**config.mk**
```make
export PLATFORM = sky130hd
export DESIGN_NAME = uart_rx_buffer
export DESIGN_NICKNAME = d
export VERILOG_FILES = /design/src/rtl/rxb_pkg.sv /design/src/rtl/rxb_ctrl.sv /design/src/rtl/rxb_store.sv /design/src/rtl/rxb_timer.sv /design/src/rtl/uart_rx_buffer.sv
export SDC_FILE = /design/constraint.sdc
export NUM_CORES = 1
export LEC_CHECK = 0
export BUFFER_PORTS_ARGS = -buffer_cell sky130_fd_sc_hd__clkbuf_2
export CELL_PAD_IN_SITES_DETAIL_PLACEMENT = 1
export CELL_PAD_IN_SITES_GLOBAL_PLACEMENT = 1
export CORE_AREA = 2 2 137 139
export DETAILED_ROUTE_END_ITERATION = 10
export DIE_AREA = 0 0 139 141
export HOLD_SLACK_MARGIN = 0.1
export PLACE_DENSITY = 0.61
export SETUP_SLACK_MARGIN = 0.15
export SYNTH_ARGS = -nofsm -noshare
export SYNTH_HDL_FRONTEND = slang
export SYNTH_HIERARCHICAL = 1
export SYNTH_SLANG_ARGS = --single-unit
```
**constraint.sdc**
```tcl
create_clock -name clk -period 4.8 [get_ports clk]
set_input_delay 0.24 -clock clk [delete_from_list [all_inputs] [get_ports clk]]
set_output_delay 0.24 -clock clk [all_outputs]
set_load 0.02 [all_outputs]
```
**src/rtl/rxb_pkg.sv**
```systemverilog
package rxb_pkg;

  typedef enum logic [1:0] {
    TRIG_1  = 2'b00,
    TRIG_4  = 2'b01,
    TRIG_8  = 2'b10,
    TRIG_14 = 2'b11
  } trig_sel_e;

  function automatic int unsigned trig_bytes(input trig_sel_e sel);
    case (sel)
      TRIG_1:  return 1;
      TRIG_4:  return 4;
      TRIG_8:  return 8;
      default: return 14;
    endcase
  endfunction

endpackage

```
**src/rtl/rxb_ctrl.sv**
```systemverilog
module rxb_ctrl
  import rxb_pkg::*;
#(
  parameter int CW = 5
) (
  input  logic          clk,
  input  logic          rst_n,
  input  logic          cfg_we,
  input  logic [7:0]    cfg_wdata,
  output logic          fifo_on,
  output logic [CW-1:0] trig_lvl,
  output logic          rx_clr,
  output logic          tx_flush
);
  localparam int B_EN  = 0;
  localparam int B_RXR = 1;
  localparam int B_TXR = 2;
  localparam int B_TRL = 6;

  logic      en_q, en_d;
  trig_sel_e trig_q, trig_d;
  logic      flush_q, flush_d;
  logic      en_change;
  logic      unused_bits;

  assign unused_bits = ^cfg_wdata[5:3];

  always_comb begin
    en_change = cfg_we & (cfg_wdata[B_EN] ^ en_q);
    rx_clr    = cfg_we & (cfg_wdata[B_RXR] | (cfg_wdata[B_EN] ^ en_q));
    flush_d   = cfg_we & (cfg_wdata[B_TXR] | en_change);
    en_d      = en_q;
    trig_d    = trig_q;
    if (cfg_we) begin
      en_d   = cfg_wdata[B_EN];
      trig_d = trig_sel_e'(cfg_wdata[B_TRL+1:B_TRL]);
    end
  end

  always_ff @(posedge clk or negedge rst_n) begin
    if (!rst_n) begin
      en_q    <= 1'b0;
      trig_q  <= TRIG_1;
      flush_q <= 1'b0;
    end else begin
      en_q    <= en_d;
      trig_q  <= trig_d;
      flush_q <= flush_d;
    end
  end

  assign fifo_on  = en_q;
  assign trig_lvl = CW'(trig_bytes(trig_q));
  assign tx_flush = flush_q;

  // an enable change always produces a flush pulse
  a_r12_flush_on_change: assert property (@(posedge clk) disable iff (!rst_n)
    (cfg_we && (cfg_wdata[B_EN] != en_q)) |=> tx_flush);

endmodule

```
**src/rtl/rxb_store.sv**
```systemverilog
module rxb_store #(
  parameter int DW    = 8,
  parameter int DEPTH = 16,
  localparam int AW   = (DEPTH > 1) ? $clog2(DEPTH) : 1,
  localparam int CW   = $clog2(DEPTH + 1)
) (
  input  logic          clk,
  input  logic          rst_n,
  input  logic          clr,
  input  logic          push_f,
  input  logic          push_h,
  input  logic          pop,
  input  logic          fifo_on,
  input  logic [DW-1:0] wdata,
  output logic [DW-1:0] rd_data,
  output logic [CW-1:0] count,
  output logic          full,
  output logic          empty
);
  logic [DW-1:0] mem [DEPTH];
  logic [AW-1:0] wr_q, wr_d, rd_q, rd_d;
  logic [CW-1:0] cnt_q, cnt_d;
  logic [DW-1:0] hold_q;

  function automatic logic [AW-1:0] nxt(input logic [AW-1:0] p);
    return (p == AW'(DEPTH - 1)) ? '0 : p + 1'b1;
  endfunction

  always_comb begin
    wr_d  = wr_q;
    rd_d  = rd_q;
    cnt_d = cnt_q;
    if (clr) begin
      wr_d  = '0;
      rd_d  = '0;
      cnt_d = '0;
    end else begin
      if (push_f) wr_d = nxt(wr_q);
      if (pop)    rd_d = nxt(rd_q);
      cnt_d = cnt_q + CW'(push_f) - CW'(pop);
    end
  end

  always_ff @(posedge clk or negedge rst_n) begin
    if (!rst_n) begin
      wr_q  <= '0;
      rd_q  <= '0;
      cnt_q <= '0;
    end else begin
      wr_q  <= wr_d;
      rd_q  <= rd_d;
      cnt_q <= cnt_d;
    end
  end

  always_ff @(posedge clk or negedge rst_n) begin
    if (!rst_n)      hold_q <= '0;
    else if (push_h) hold_q <= wdata;
  end

  always_ff @(posedge clk) begin
    if (push_f && !clr) mem[wr_q] <= wdata;
  end

  assign count   = cnt_q;
  assign full    = (cnt_q == CW'(DEPTH));
  assign empty   = (cnt_q == '0);
  assign rd_data = fifo_on ? (empty ? '0 : mem[rd_q]) : hold_q;

  // storage never holds more than its depth
  a_r3_count_bound: assert property (@(posedge clk) disable iff (!rst_n)
    cnt_q <= CW'(DEPTH));

  // a simultaneous push and pop leaves the count unchanged
  a_r3_push_pop_same: assert property (@(posedge clk) disable iff (!rst_n)
    (push_f && pop && !clr) |=> $stable(cnt_q));

endmodule

```
**src/rtl/rxb_timer.sv**
```systemverilog
module rxb_timer #(
  parameter int TICKS = 4,
  localparam int TW   = $clog2(TICKS + 1)
) (
  input  logic clk,
  input  logic rst_n,
  input  logic load,
  input  logic stop,
  input  logic tick,
  output logic expire
);
  logic [TW-1:0] cnt_q, cnt_d;
  logic          armed;

  assign armed  = (cnt_q != '0);
  assign expire = tick && (cnt_q == TW'(1)) && !load && !stop;

  always_comb begin
    cnt_d = cnt_q;
    if (stop)              cnt_d = '0;
    else if (load)         cnt_d = TW'(TICKS);
    else if (tick && armed) cnt_d = cnt_q - 1'b1;
  end

  always_ff @(posedge clk or negedge rst_n) begin
    if (!rst_n) cnt_q <= '0;
    else        cnt_q <= cnt_d;
  end

  // a load always restarts a full window
  a_r9_reload: assert property (@(posedge clk) disable iff (!rst_n)
    (load && !stop) |=> (cnt_q == TW'(TICKS)));

endmodule

```
**src/rtl/uart_rx_buffer.sv**
```systemverilog
module uart_rx_buffer
  import rxb_pkg::*;
#(
  parameter int DW        = 8,
  parameter int DEPTH     = 16,
  parameter int TMO_CHARS = 4,
  localparam int CW       = $clog2(DEPTH + 1)
) (
  input  logic          clk,
  input  logic          rst_n,
  input  logic          rx_valid,
  input  logic [DW-1:0] rx_data,
  input  logic          rx_break,
  input  logic          rd_en,
  output logic [DW-1:0] rd_data,
  input  logic          lsr_rd,
  input  logic          cfg_we,
  input  logic [7:0]    cfg_wdata,
  input  logic          char_tick,
  output logic          fifo_on,
  output logic [CW-1:0] level,
  output logic          rx_trig,
  output logic          data_ready,
  output logic          overrun,
  output logic          break_flag,
  output logic          timeout,
  output logic          tx_flush
);
  logic          clr;
  logic [CW-1:0] trig_lvl;
  logic          full, empty;
  logic          byte_in;
  logic [DW-1:0] byte_val;
  logic          rd_f, pop, room, push_f, push_h, ovr_set, left_empty;
  logic          t_load, t_stop, t_expire;
  logic          dr_q, dr_d, brk_q, brk_d, ovr_q, ovr_d, tmo_q, tmo_d;

  rxb_ctrl #(.CW(CW)) u_ctrl (
    .clk(clk), .rst_n(rst_n), .cfg_we(cfg_we), .cfg_wdata(cfg_wdata),
    .fifo_on(fifo_on), .trig_lvl(trig_lvl), .rx_clr(clr), .tx_flush(tx_flush)
  );

  rxb_store #(.DW(DW), .DEPTH(DEPTH)) u_store (
    .clk(clk), .rst_n(rst_n), .clr(clr), .push_f(push_f), .push_h(push_h),
    .pop(pop), .fifo_on(fifo_on), .wdata(byte_val), .rd_data(rd_data),
    .count(level), .full(full), .empty(empty)
  );

  rxb_timer #(.TICKS(TMO_CHARS)) u_timer (
    .clk(clk), .rst_n(rst_n), .load(t_load), .stop(t_stop),
    .tick(char_tick), .expire(t_expire)
  );

  always_comb begin
    byte_in    = rx_valid | rx_break;
    byte_val   = rx_break ? '0 : rx_data;
    rd_f       = rd_en & fifo_on & !clr;
    pop        = rd_f & !empty;
    room       = !full | pop;
    push_f     = byte_in & fifo_on & !clr & room;
    push_h     = byte_in & !fifo_on & !clr;
    ovr_set    = byte_in & !clr & (fifo_on ? !room : (dr_q & !rd_en));
    left_empty = pop & (level == CW'(1)) & !push_f;
    t_stop     = clr | left_empty;
    t_load     = push_f | (pop & !left_empty);
  end

  always_comb begin
    dr_d  = dr_q;
    brk_d = brk_q;
    tmo_d = tmo_q;
    ovr_d = ovr_q;
    if (ovr_set)     ovr_d = 1'b1;
    else if (lsr_rd) ovr_d = 1'b0;
    if (clr) begin
      dr_d  = 1'b0;
      brk_d = 1'b0;
      tmo_d = 1'b0;
    end else begin
      if (byte_in)                         dr_d = 1'b1;
      else if (fifo_on ? left_empty : rd_en) dr_d = 1'b0;
      if (rx_break)                        brk_d = 1'b1;
      else if ((fifo_on ? left_empty : rd_en) || lsr_rd) brk_d = 1'b0;
      if (t_expire && !empty)              tmo_d = 1'b1;
      else if (rd_f)                       tmo_d = 1'b0;
    end
  end

  always_ff @(posedge clk or negedge rst_n) begin
    if (!rst_n) begin
      dr_q  <= 1'b0;
      brk_q <= 1'b0;
      ovr_q <= 1'b0;
      tmo_q <= 1'b0;
    end else begin
      dr_q  <= dr_d;
      brk_q <= brk_d;
      ovr_q <= ovr_d;
      tmo_q <= tmo_d;
    end
  end

  assign data_ready = dr_q;
  assign break_flag = brk_q;
  assign overrun    = ovr_q;
  assign timeout    = tmo_q;
  assign rx_trig    = dr_q & (!fifo_on | (level >= trig_lvl));

  // a byte arriving at a full buffer with no read is dropped and flagged
  a_r4_full_drop: assert property (@(posedge clk) disable iff (!rst_n)
    (fifo_on && level == CW'(DEPTH) && byte_in && !rd_en && !cfg_we)
    |=> (overrun && level == CW'(DEPTH)));

  // the timeout flag is only ever held while data is stored
  a_r9_tmo_has_data: assert property (@(posedge clk) disable iff (!rst_n)
    timeout |-> (level != '0));

  // a receive reset leaves an empty, quiet buffer
  a_r11_rx_reset: assert property (@(posedge clk) disable iff (!rst_n)
    (cfg_we && cfg_wdata[1]) |=> (level == '0 && !data_ready && !timeout && !break_flag));

  // a read of the last byte clears data-ready and break
  a_r8_last_read: assert property (@(posedge clk) disable iff (!rst_n)
    (fifo_on && rd_en && level == CW'(1) && !byte_in && !cfg_we)
    |=> (!data_ready && !break_flag));

endmodule

```
==> results of run 1 <==
==> flip-flops by register name, summed over array words and instances (netlist names) <==
register         flops
break_flag           1
data_ready           1
overrun              1
timeout              1
u_ctrl/fifo_on       1
u_ctrl/trig_q        2
u_ctrl/tx_flush      1
u_store/count        5
u_store/hold_q       8
u_store/mem        128
u_store/rd_q         4
u_store/wr_q         4
u_timer/cnt_q        3
==> per-layer routing <==
| metal | part of all wire | track usage | vias to the layer above |
|---|---|---|---|
| met5 | 0 | 0 | - |
| met3 | 0.038 | 0.0374 | 12 |
| li1 | - | - | 1828 |
| met4 | 0.011 | 0.0494 | 0 |
| met2 | 0.50 | 0.294 | 72 |
| met1 | 0.45 | 0.228 | 2028 |
==> final timing paths <==
check / to / slack (ns) / cells past startpoint
worst max register to register: u_store/count[4]$_DFF_PN0_ / 1.51 / 14
worst min register to register: overrun$_DFFE_PN0P_ / 0.52 / 2
min in group asynchronous: u_ctrl/trig_q[0]$_DFFE_PN0P_ / 0.47 / 2
max in group asynchronous: u_store/rd_q[0]$_DFFE_PN0P_ / 3.71 / 2
worst max-delay path: rd_data[2] / 1.44 / 5
worst min-delay path: break_flag$_DFFE_PN0P_ / 0.13 / 4
==> worst max-delay path: stages, from the launching register on <==
cell,delay [ns]
dfrtp_2,1.09
mux4_1,0.76
mux2i_1,0.30
mux2_2,0.21
o22ai_1,0.08
clkbuf_2,0.19
==> cells in the mapped netlist (2+ instances only) <==
master | n | area (µm²)
o21a_1 | 2 | 15.0
buf_1 | 2 | 7.51
mux2_2 | 12 | 135
nand3_1 | 5 | 25.0
nor2_1 | 28 | 105
a21o_1 | 2 | 15.0
nand2_1 | 27 | 101
o21ai_0 | 13 | 65.1
a21oi_1 | 13 | 65.1
inv_1 | 28 | 105
edfxtp_1 | 128 | 3840
xor2_1 | 4 | 35.0
nand2b_1 | 7 | 43.8
buf_6 | 4 | 45.0
or3_1 | 2 | 12.5
buf_2 | 6 | 30.0
nor3_1 | 5 | 25.0
dfrtp_1 | 32 | 801
ha_1 | 19 | 238
nor4_1 | 2 | 12.5
o22ai_1 | 11 | 68.8
mux4_2 | 8 | 180
mux2i_1 | 18 | 180
nor2b_1 | 14 | 87.6
mux4_1 | 24 | 631
clkbuf_1 | 8 | 30.0
==> through the flow <==
step / cells / hold WS [ns]
2_1_floorplan: 448 / -0.0556
3_3_place_gp: 717 / 0.402
3_5_place_dp: 717 / 0.421
4_1_cts: 755 / 0.107
5_1_grt: 755 / 0.136
6_report: 755 / 0.131
==> cell type report <==
| cell class | count | area (µm²) |
|---|---|---|
| clock buffer | 18 | 439 |
| clock inverter | 14 | 131 |
| fill | 1820 | 10000 |
| inverter | 28 | 105 |
| multi-input combinational | 239 | 2260 |
| sequential | 160 | 4650 |
| tap | 234 | 293 |
| timing repair buffer | 62 | 380 |
==> logic make-up after synthesis <==
logic type,Yosys count,share of synthesized area
AO/OA/AOI/OAI,48,0.0409
XOR/XNOR,5,0.00614
adder cells (fa/ha/maj),20,0.0361
buffers and inverters,49,0.0316
flip-flops,160,0.651
multiplexers,62,0.158
other,1,0.000526
AND/OR/NAND/NOR,103,0.0758
==> power by group <==
group | total (mW) | leakage [nW] | internal, mW | switching [mW]
registers | 1.67 | 1.58 | 1.57 | 0.107
clock network | 1.29 | 0.275 | 0.734 | 0.559
logic | 0.732 | 1.10 | 0.327 | 0.404
total | 3.70 | 2.96 | 2.63 | 1.07
==> out/summary.txt, run 1 <==
outcome: completed
HP Class: in2reg
core footprint: 0.0183 mm²
Mapped Cells: 448
Layout Nets: 552
Fmax: 298 MHz
vias in the first global route: 4168
clock buffer depth: 2
Worst EP required: 4.56 ns
setup ws final: 1.44 ns
min-delay src: lsr_rd
Rows: 50
ys flop type: edfxtp_1
clk slew on worst S/H paths: 0.06 ns
pin count of the biggest net entering global routing: 38
fin util: 0.452
vias: 3940
Final Hold Fails: 0
Cell variety after synth: 50
WL/cell: 21.2 µm
Post-synth EDFFs: 128
Total Power: 3.70 mW
RSZ-0062 raised after global routing: no
critical path launch point type: register
Initial Utilization: 0.390
worst vdd ir: 0.252 mV
Sink Count: 160
ys async rst share: 0.200
antenna-violating nets left: 0
drt initial violations: 248
Post-Syn Nets: 492
Worst Skew: 0.0133 ns
number of gates resized after CTS: 0
synth warn: 6
TritonCTS clock tree: yes
Netlist Area Pre-Place: 0.00713 mm²
Placed Area: 0.00763 mm²
CTS Buf Count: 17
min Tclk post-route: 3.36 ns
overall routed net length: 16000 µm
Crit. End Element: output pin
#FFs+latches synth: 160
initial antenna violation count: 0
ant diodes: 0
Post-Layout Inst Area: 0.00826 mm²
total gr overflow: 0
DR pass1 iterations: 4
slew of the pin with the lowest slew margin: 1.15 ns
RD Place Congestion: 0.776
Max Cap Viol: 0
Post-CTS Setup Inserts: 0
Area Growth Syn to Fin: 15.8%
CP Max Fanout: 37
Syn Area/Cell: 15.9 µm²
DP Wirelength: 10600 µm
Total Neg Setup Slack: 0 ns
most frequent cells in the layout: 128 x edfxtp_1, 40 x clkbuf_2, 30 x dfrtp_1, 28 x inv_1, 28 x nor2_1
pre-CTS setup slack: 1.53 ns
reg2reg start: u_store/count[3]$_DFF_PN0_
GRT Total Usage: 0.174
die area: 0.0196 mm²
root buffer cell: clkbuf_16
first-pass GRT wire length: 25000 µm
endpoints failing setup: 0
post-cts hold buffer count: 6
H-Tree Depth: 4
leakage: 2.96 nW
sequential fraction of the synthesis area: 0.651
DR vias/cell: 5.22
fraction of layout instances using a drive strength above 1: 0.226
PwrDens: 448 mW/mm²
Pins Over Slew Limit: 0
Worst Path Class, Setup: reg2out
IO buf count: 40
Die H: 141 µm
period utilisation layout: 0.699
I/O pins: 44
most common cell after layout, fill and taps aside: edfxtp_1
CP startpoint: u_store/rd_q[0]$_DFFE_PN0P_
Slew headroom: 0.235
CP arrival: 3.12 ns
Skew-Pair Late Insertion Delay: 0.43 ns
# DRC: 0
Die X: 139 µm
Note: power is estimated with default switching activity, not from simulation.
==> run 2, diff against run 1 <==
Settings changed: ABC_AREA set to 1, CORE_AREA 2 2 137 139 to 2 2 143 145, DIE_AREA 0 0 139 141 to 0 0 145 147, PLACE_DENSITY 0.61 to 0.69.
Clock period 4.8 ns to 2.7 ns, I/O delays scaled along.
==> out/summary.txt, run 2 <==
PwrDens: 776 mW/mm² (was 448 mW/mm²)
Worst Skew: 0.00512 ns (was 0.0133 ns)
Max Cap Viol: 0 (unchanged)
synth top area cells: edfxtp_1 49%, nand2_1 12%, dfrtp_1 10%, inv_1 8.7%, nand3_1 6.1% (was edfxtp_1 54%, dfrtp_1 11%, mux4_1 8.8%, ha_1 3.3%, mux2i_1 2.5%)
slowest stage delay, CP: 0.43 ns (was 1.09 ns)
H-Tree Depth: 4 (unchanged)
Post-synth EDFFs: 128 (unchanged)
cell mode on critical path: buf_4
CP arrival: 2.62 ns (was 3.12 ns)
Yosys top cell by area: edfxtp_1 (unchanged)
Synth Area in XOR/XNOR: 0.00336 (was 0.00614)
sw frac: 0.305 (was 0.289)
Layout Nets: 987 (was 552)
DR vias/cell: 4.78 (was 5.22)
most flop-heavy register: u_store/mem (unchanged)
antenna-violating nets left: 0 (unchanged)
core footprint: 0.0198 mm² (was 0.0183 mm²)
sequential power share: 0.393 (was 0.453)
RSZ-0062 raised after global routing: yes (was no)
sequential fraction of the synthesis area: 0.594 (was 0.651)
GRT Total Usage: 0.205 (was 0.174)
slew of the pin with the lowest slew margin: 0.862 ns (was 1.15 ns)
Crit. End Element: register (was output pin)
Area Growth Syn to Fin: 20.5% (was 15.8%)
Cell variety after synth: 36 (was 50)
total gr overflow: 0 (unchanged)
Mapped Cells: 851 (was 448)
IO buf count: 40 (unchanged)
overall routed net length: 20900 µm (was 16000 µm)
ys async rst share: 0.200 (unchanged)
CP Cell Sequence: nand2_2, nand3_1, nand2_1, inv_2, nor2_4, nand2_2, buf_4, nand2_2, nand2_4, inv_4, buf_4, buf_4, nand3_1, nor2_1, buf_4 (was mux4_1, mux2i_1, mux2_2, o22ai_1, clkbuf_2)
CP Max Fanout: 8 (was 37)
P_int: 5.08 mW (was 2.63 mW)
Final Hold Fails: 0 (unchanged)
Post-Syn Nets: 895 (was 492)
synth warn: 6 (unchanged)
synth cell count leaders: 250 x nand2_1, 181 x inv_1, 128 x edfxtp_1 (was 128 x edfxtp_1, 32 x dfrtp_1, 28 x inv_1, 28 x nor2_1, 27 x nand2_1)
outcome: completed (unchanged)
fillcell total: 2287 (was 1820)
mux contribution to synthesized area: 0.0115 (was 0.158)
vias: 5858 (was 3940)
DP Wirelength: 13600 µm (was 10600 µm)
largest family of logic cells by synthesized area: simple AND/OR/NAND/NOR gates (was multiplexers)
#FFs+latches synth: 160 (unchanged)
Sink Count: 160 (unchanged)
pin count of the biggest net entering global routing: 69 (was 38)
vias in the first global route: 6372 (was 4168)
Die X: 145 µm (was 139 µm)
compound-gate portion of the synthesized area: 0.0222 (was 0.0409)
most common cell after layout, fill and taps aside: nand2_1 (was edfxtp_1)
Fmax: 402 MHz
initial antenna violation count: 0 (unchanged)
Total Neg Setup Slack: 0 ns (unchanged)
Worst Path Class, Setup: reg2reg (was reg2out)
post-synth top area share: 0.492 (was 0.539)
Initial Utilization: 0.394 (was 0.390)
period utilisation layout: 0.921
Global Route met3 Usage: 0.0373 (was 0.0374)
Die H: 147 µm (was 141 µm)
CTS Buf Count: 17 (unchanged)
Skew-Pair Late Insertion Delay: 0.42 ns (was 0.43 ns)
simple-gate share of the synthesized area: 0.219 (was 0.0758)
pre-CTS setup slack: 0.0928 ns (was 1.53 ns)
combinational share of power: 0.247 (was 0.198)
Rows: 52 (was 50)
Pins Over Slew Limit: 0 (unchanged)
WL/cell: 17.1 µm (was 21.2 µm)
leakage: 4.43 nW (was 2.96 nW)
RD Place Congestion: 0.793 (was 0.776)
setup ws final: 0.213 ns (was 1.44 ns)
HP Class: in2reg (unchanged)
met1 Resource Use GR: 0.242 (was 0.228)
I/O pins: 44 (unchanged)
critical path launch point type: register (unchanged)
max reg flops: 128 (unchanged)
ys flop type: edfxtp_1 (unchanged)
Clk pwr share: 0.360 (was 0.350)
# DRC: 0 (unchanged)
most frequent cells in the layout: 248 x nand2_1, 172 x inv_1, 128 x edfxtp_1, 94 x nand3_1 (was 128 x edfxtp_1, 40 x clkbuf_2, 30 x dfrtp_1, 28 x inv_1, 28 x nor2_1)
clock buffer depth: 2 (unchanged)
TritonCTS clock tree: yes (unchanged)
ant diodes: 0 (unchanged)
endpoints failing setup: 0 (unchanged)
M2 GR Usage: 0.379 (was 0.294)
min Tclk post-route: 2.49 ns
switching pwr: 2.23 mW (was 1.07 mW)
Netlist Area Pre-Place: 0.00782 mm² (was 0.00713 mm²)
post-synthesis adder-cell area fraction: 0.0330 (was 0.0361)
worst vdd ir: 0.469 mV (was 0.252 mV)
fraction of layout instances using a drive strength above 1: 0.176 (was 0.226)
Slew headroom: 0.425 (was 0.235)
drt initial violations: 388 (was 248)
die area: 0.0213 mm² (was 0.0196 mm²)
Most Crowded Layer GR: met2 (unchanged)
CP max-delay cell: dfrtp_2 (unchanged)
Worst EP required: 2.83 ns (was 4.56 ns)
first-pass GRT wire length: 33300 µm (was 25000 µm)
Syn Area/Cell: 9.19 µm² (was 15.9 µm²)
clk slew on worst S/H paths: 0.06 ns (about the same)
most frequent cell after synthesis: nand2_1 (was edfxtp_1)
DR pass1 iterations: 4 (unchanged)
root buffer cell: clkbuf_16 (unchanged)
==> run 2: cell count changes in the layout (fill, tap and decap cells not counted), moves of 7 or more <==
cell           before  now
nand2_2             0    8
inv_2               0   15
nor2_1             28   42
nand2b_1            7    0
o22ai_1            11    2
dlygate4sd3_1       6   16
mux4_2              8    0
nand3_1             5   94
nand2_1            27  248
mux2i_1            18    0
buf_4              16   42
nor2b_1            14    0
mux4_1             24    0
inv_1              28  172
==> run 2: stage by stage <==
stage               area, µm²  total power [mW]  hold WS [ns]  cells   util
floorplan                7820              4.03        -0.161    851      -
global placement         8500              4.51         0.289   1173  0.428
detailed placement       8500              4.57         0.294   1173  0.428
CTS                      9330              7.29         0.131   1222  0.470
global route             9420              7.72         0.144   1226  0.475
finish                   9420              7.31         0.147   1226  0.475
==> run 2: critical path: cells and delay by family (launching register included) <==
family / cells / cell delay, ns
and+or+nand+nor: 9 / 1.04
buffers and inverters: 6 / 0.71
DFF: 1 / 0.43
==> run 2: layout make-up <==
type | count | area (µm²) | share of cell area
Sequential cell | 160 | 4650 | 0.493
Multi-Input combinational cell | 472 | 2350 | 0.249
Inverter | 192 | 731 | 0.0776
Timing Repair Buffer | 100 | 716 | 0.0760
Clock buffer | 18 | 429 | 0.0456
Tap cell | 270 | 338 | 0.0359
Clock inverter | 14 | 213 | 0.0226
==> run 2: metal layers <==
metal / share of wire / wire [µm]
met3: 0.038 / 789
met2: 0.53 / 11100
met5: 0 / 0
met1: 0.41 / 8640
met4: 0.020 / 427
==> run 2: worst paths after layout <==
path / startpoint / end / slack [ns] / cells after the start
setup / recovery: u_ctrl/fifo_on$_DFFE_PN0P_ / u_store/mem[15][0]$_DFFE_PP_ / 0.21 / 15
hold / removal: rx_break / break_flag$_DFFE_PN0P_ / 0.15 / 4
setup reg to reg: u_ctrl/fifo_on$_DFFE_PN0P_ / u_store/mem[15][0]$_DFFE_PP_ / 0.21 / 15
hold reg to reg: u_timer/cnt_q[1]$_DFFE_PN0P_ / u_timer/cnt_q[1]$_DFFE_PN0P_ / 0.51 / 2
max in group asynchronous: rst_n / u_ctrl/fifo_on$_DFFE_PN0P_ / 1.73 / 2
min in group asynchronous: rst_n / u_timer/cnt_q[1]$_DFFE_PN0P_ / 0.36 / 2
==> run 2: what timing repair did <==
action                                 4_1_cts  5_1_grt
endpoints found under the hold margin       43        0
gates resized for setup                     11       17
setup endpoints to repair                   47      132
setup buffers                                1        4
hold buffers                                16        0
pin swaps                                    3        9
==> run 2: logic make-up (layout without fill, tap and decap cells) <==
| group | Yosys count | in the layout |
|---|---|---|
| other cells | 1 | 1 |
| fa+ha+maj | 20 | 20 |
| compound gates | 31 | 31 |
| flops | 160 | 160 |
| simple gates | 409 | 409 |
| xor+xnor | 3 | 3 |
| mux | 8 | 8 |
| buf+inv | 219 | 324 |
==> run 2: power by group through the flow <==
stage	sequential [mW]	combinational [mW]	clock (mW)
2_1_floorplan	2.97	1.05	0
3_3_place_gp	2.91	1.60	0
4_1_cts	2.87	1.74	2.68
3_5_place_dp	2.91	1.65	0
6_report	2.87	1.80	2.63
5_1_grt	2.89	2.04	2.79
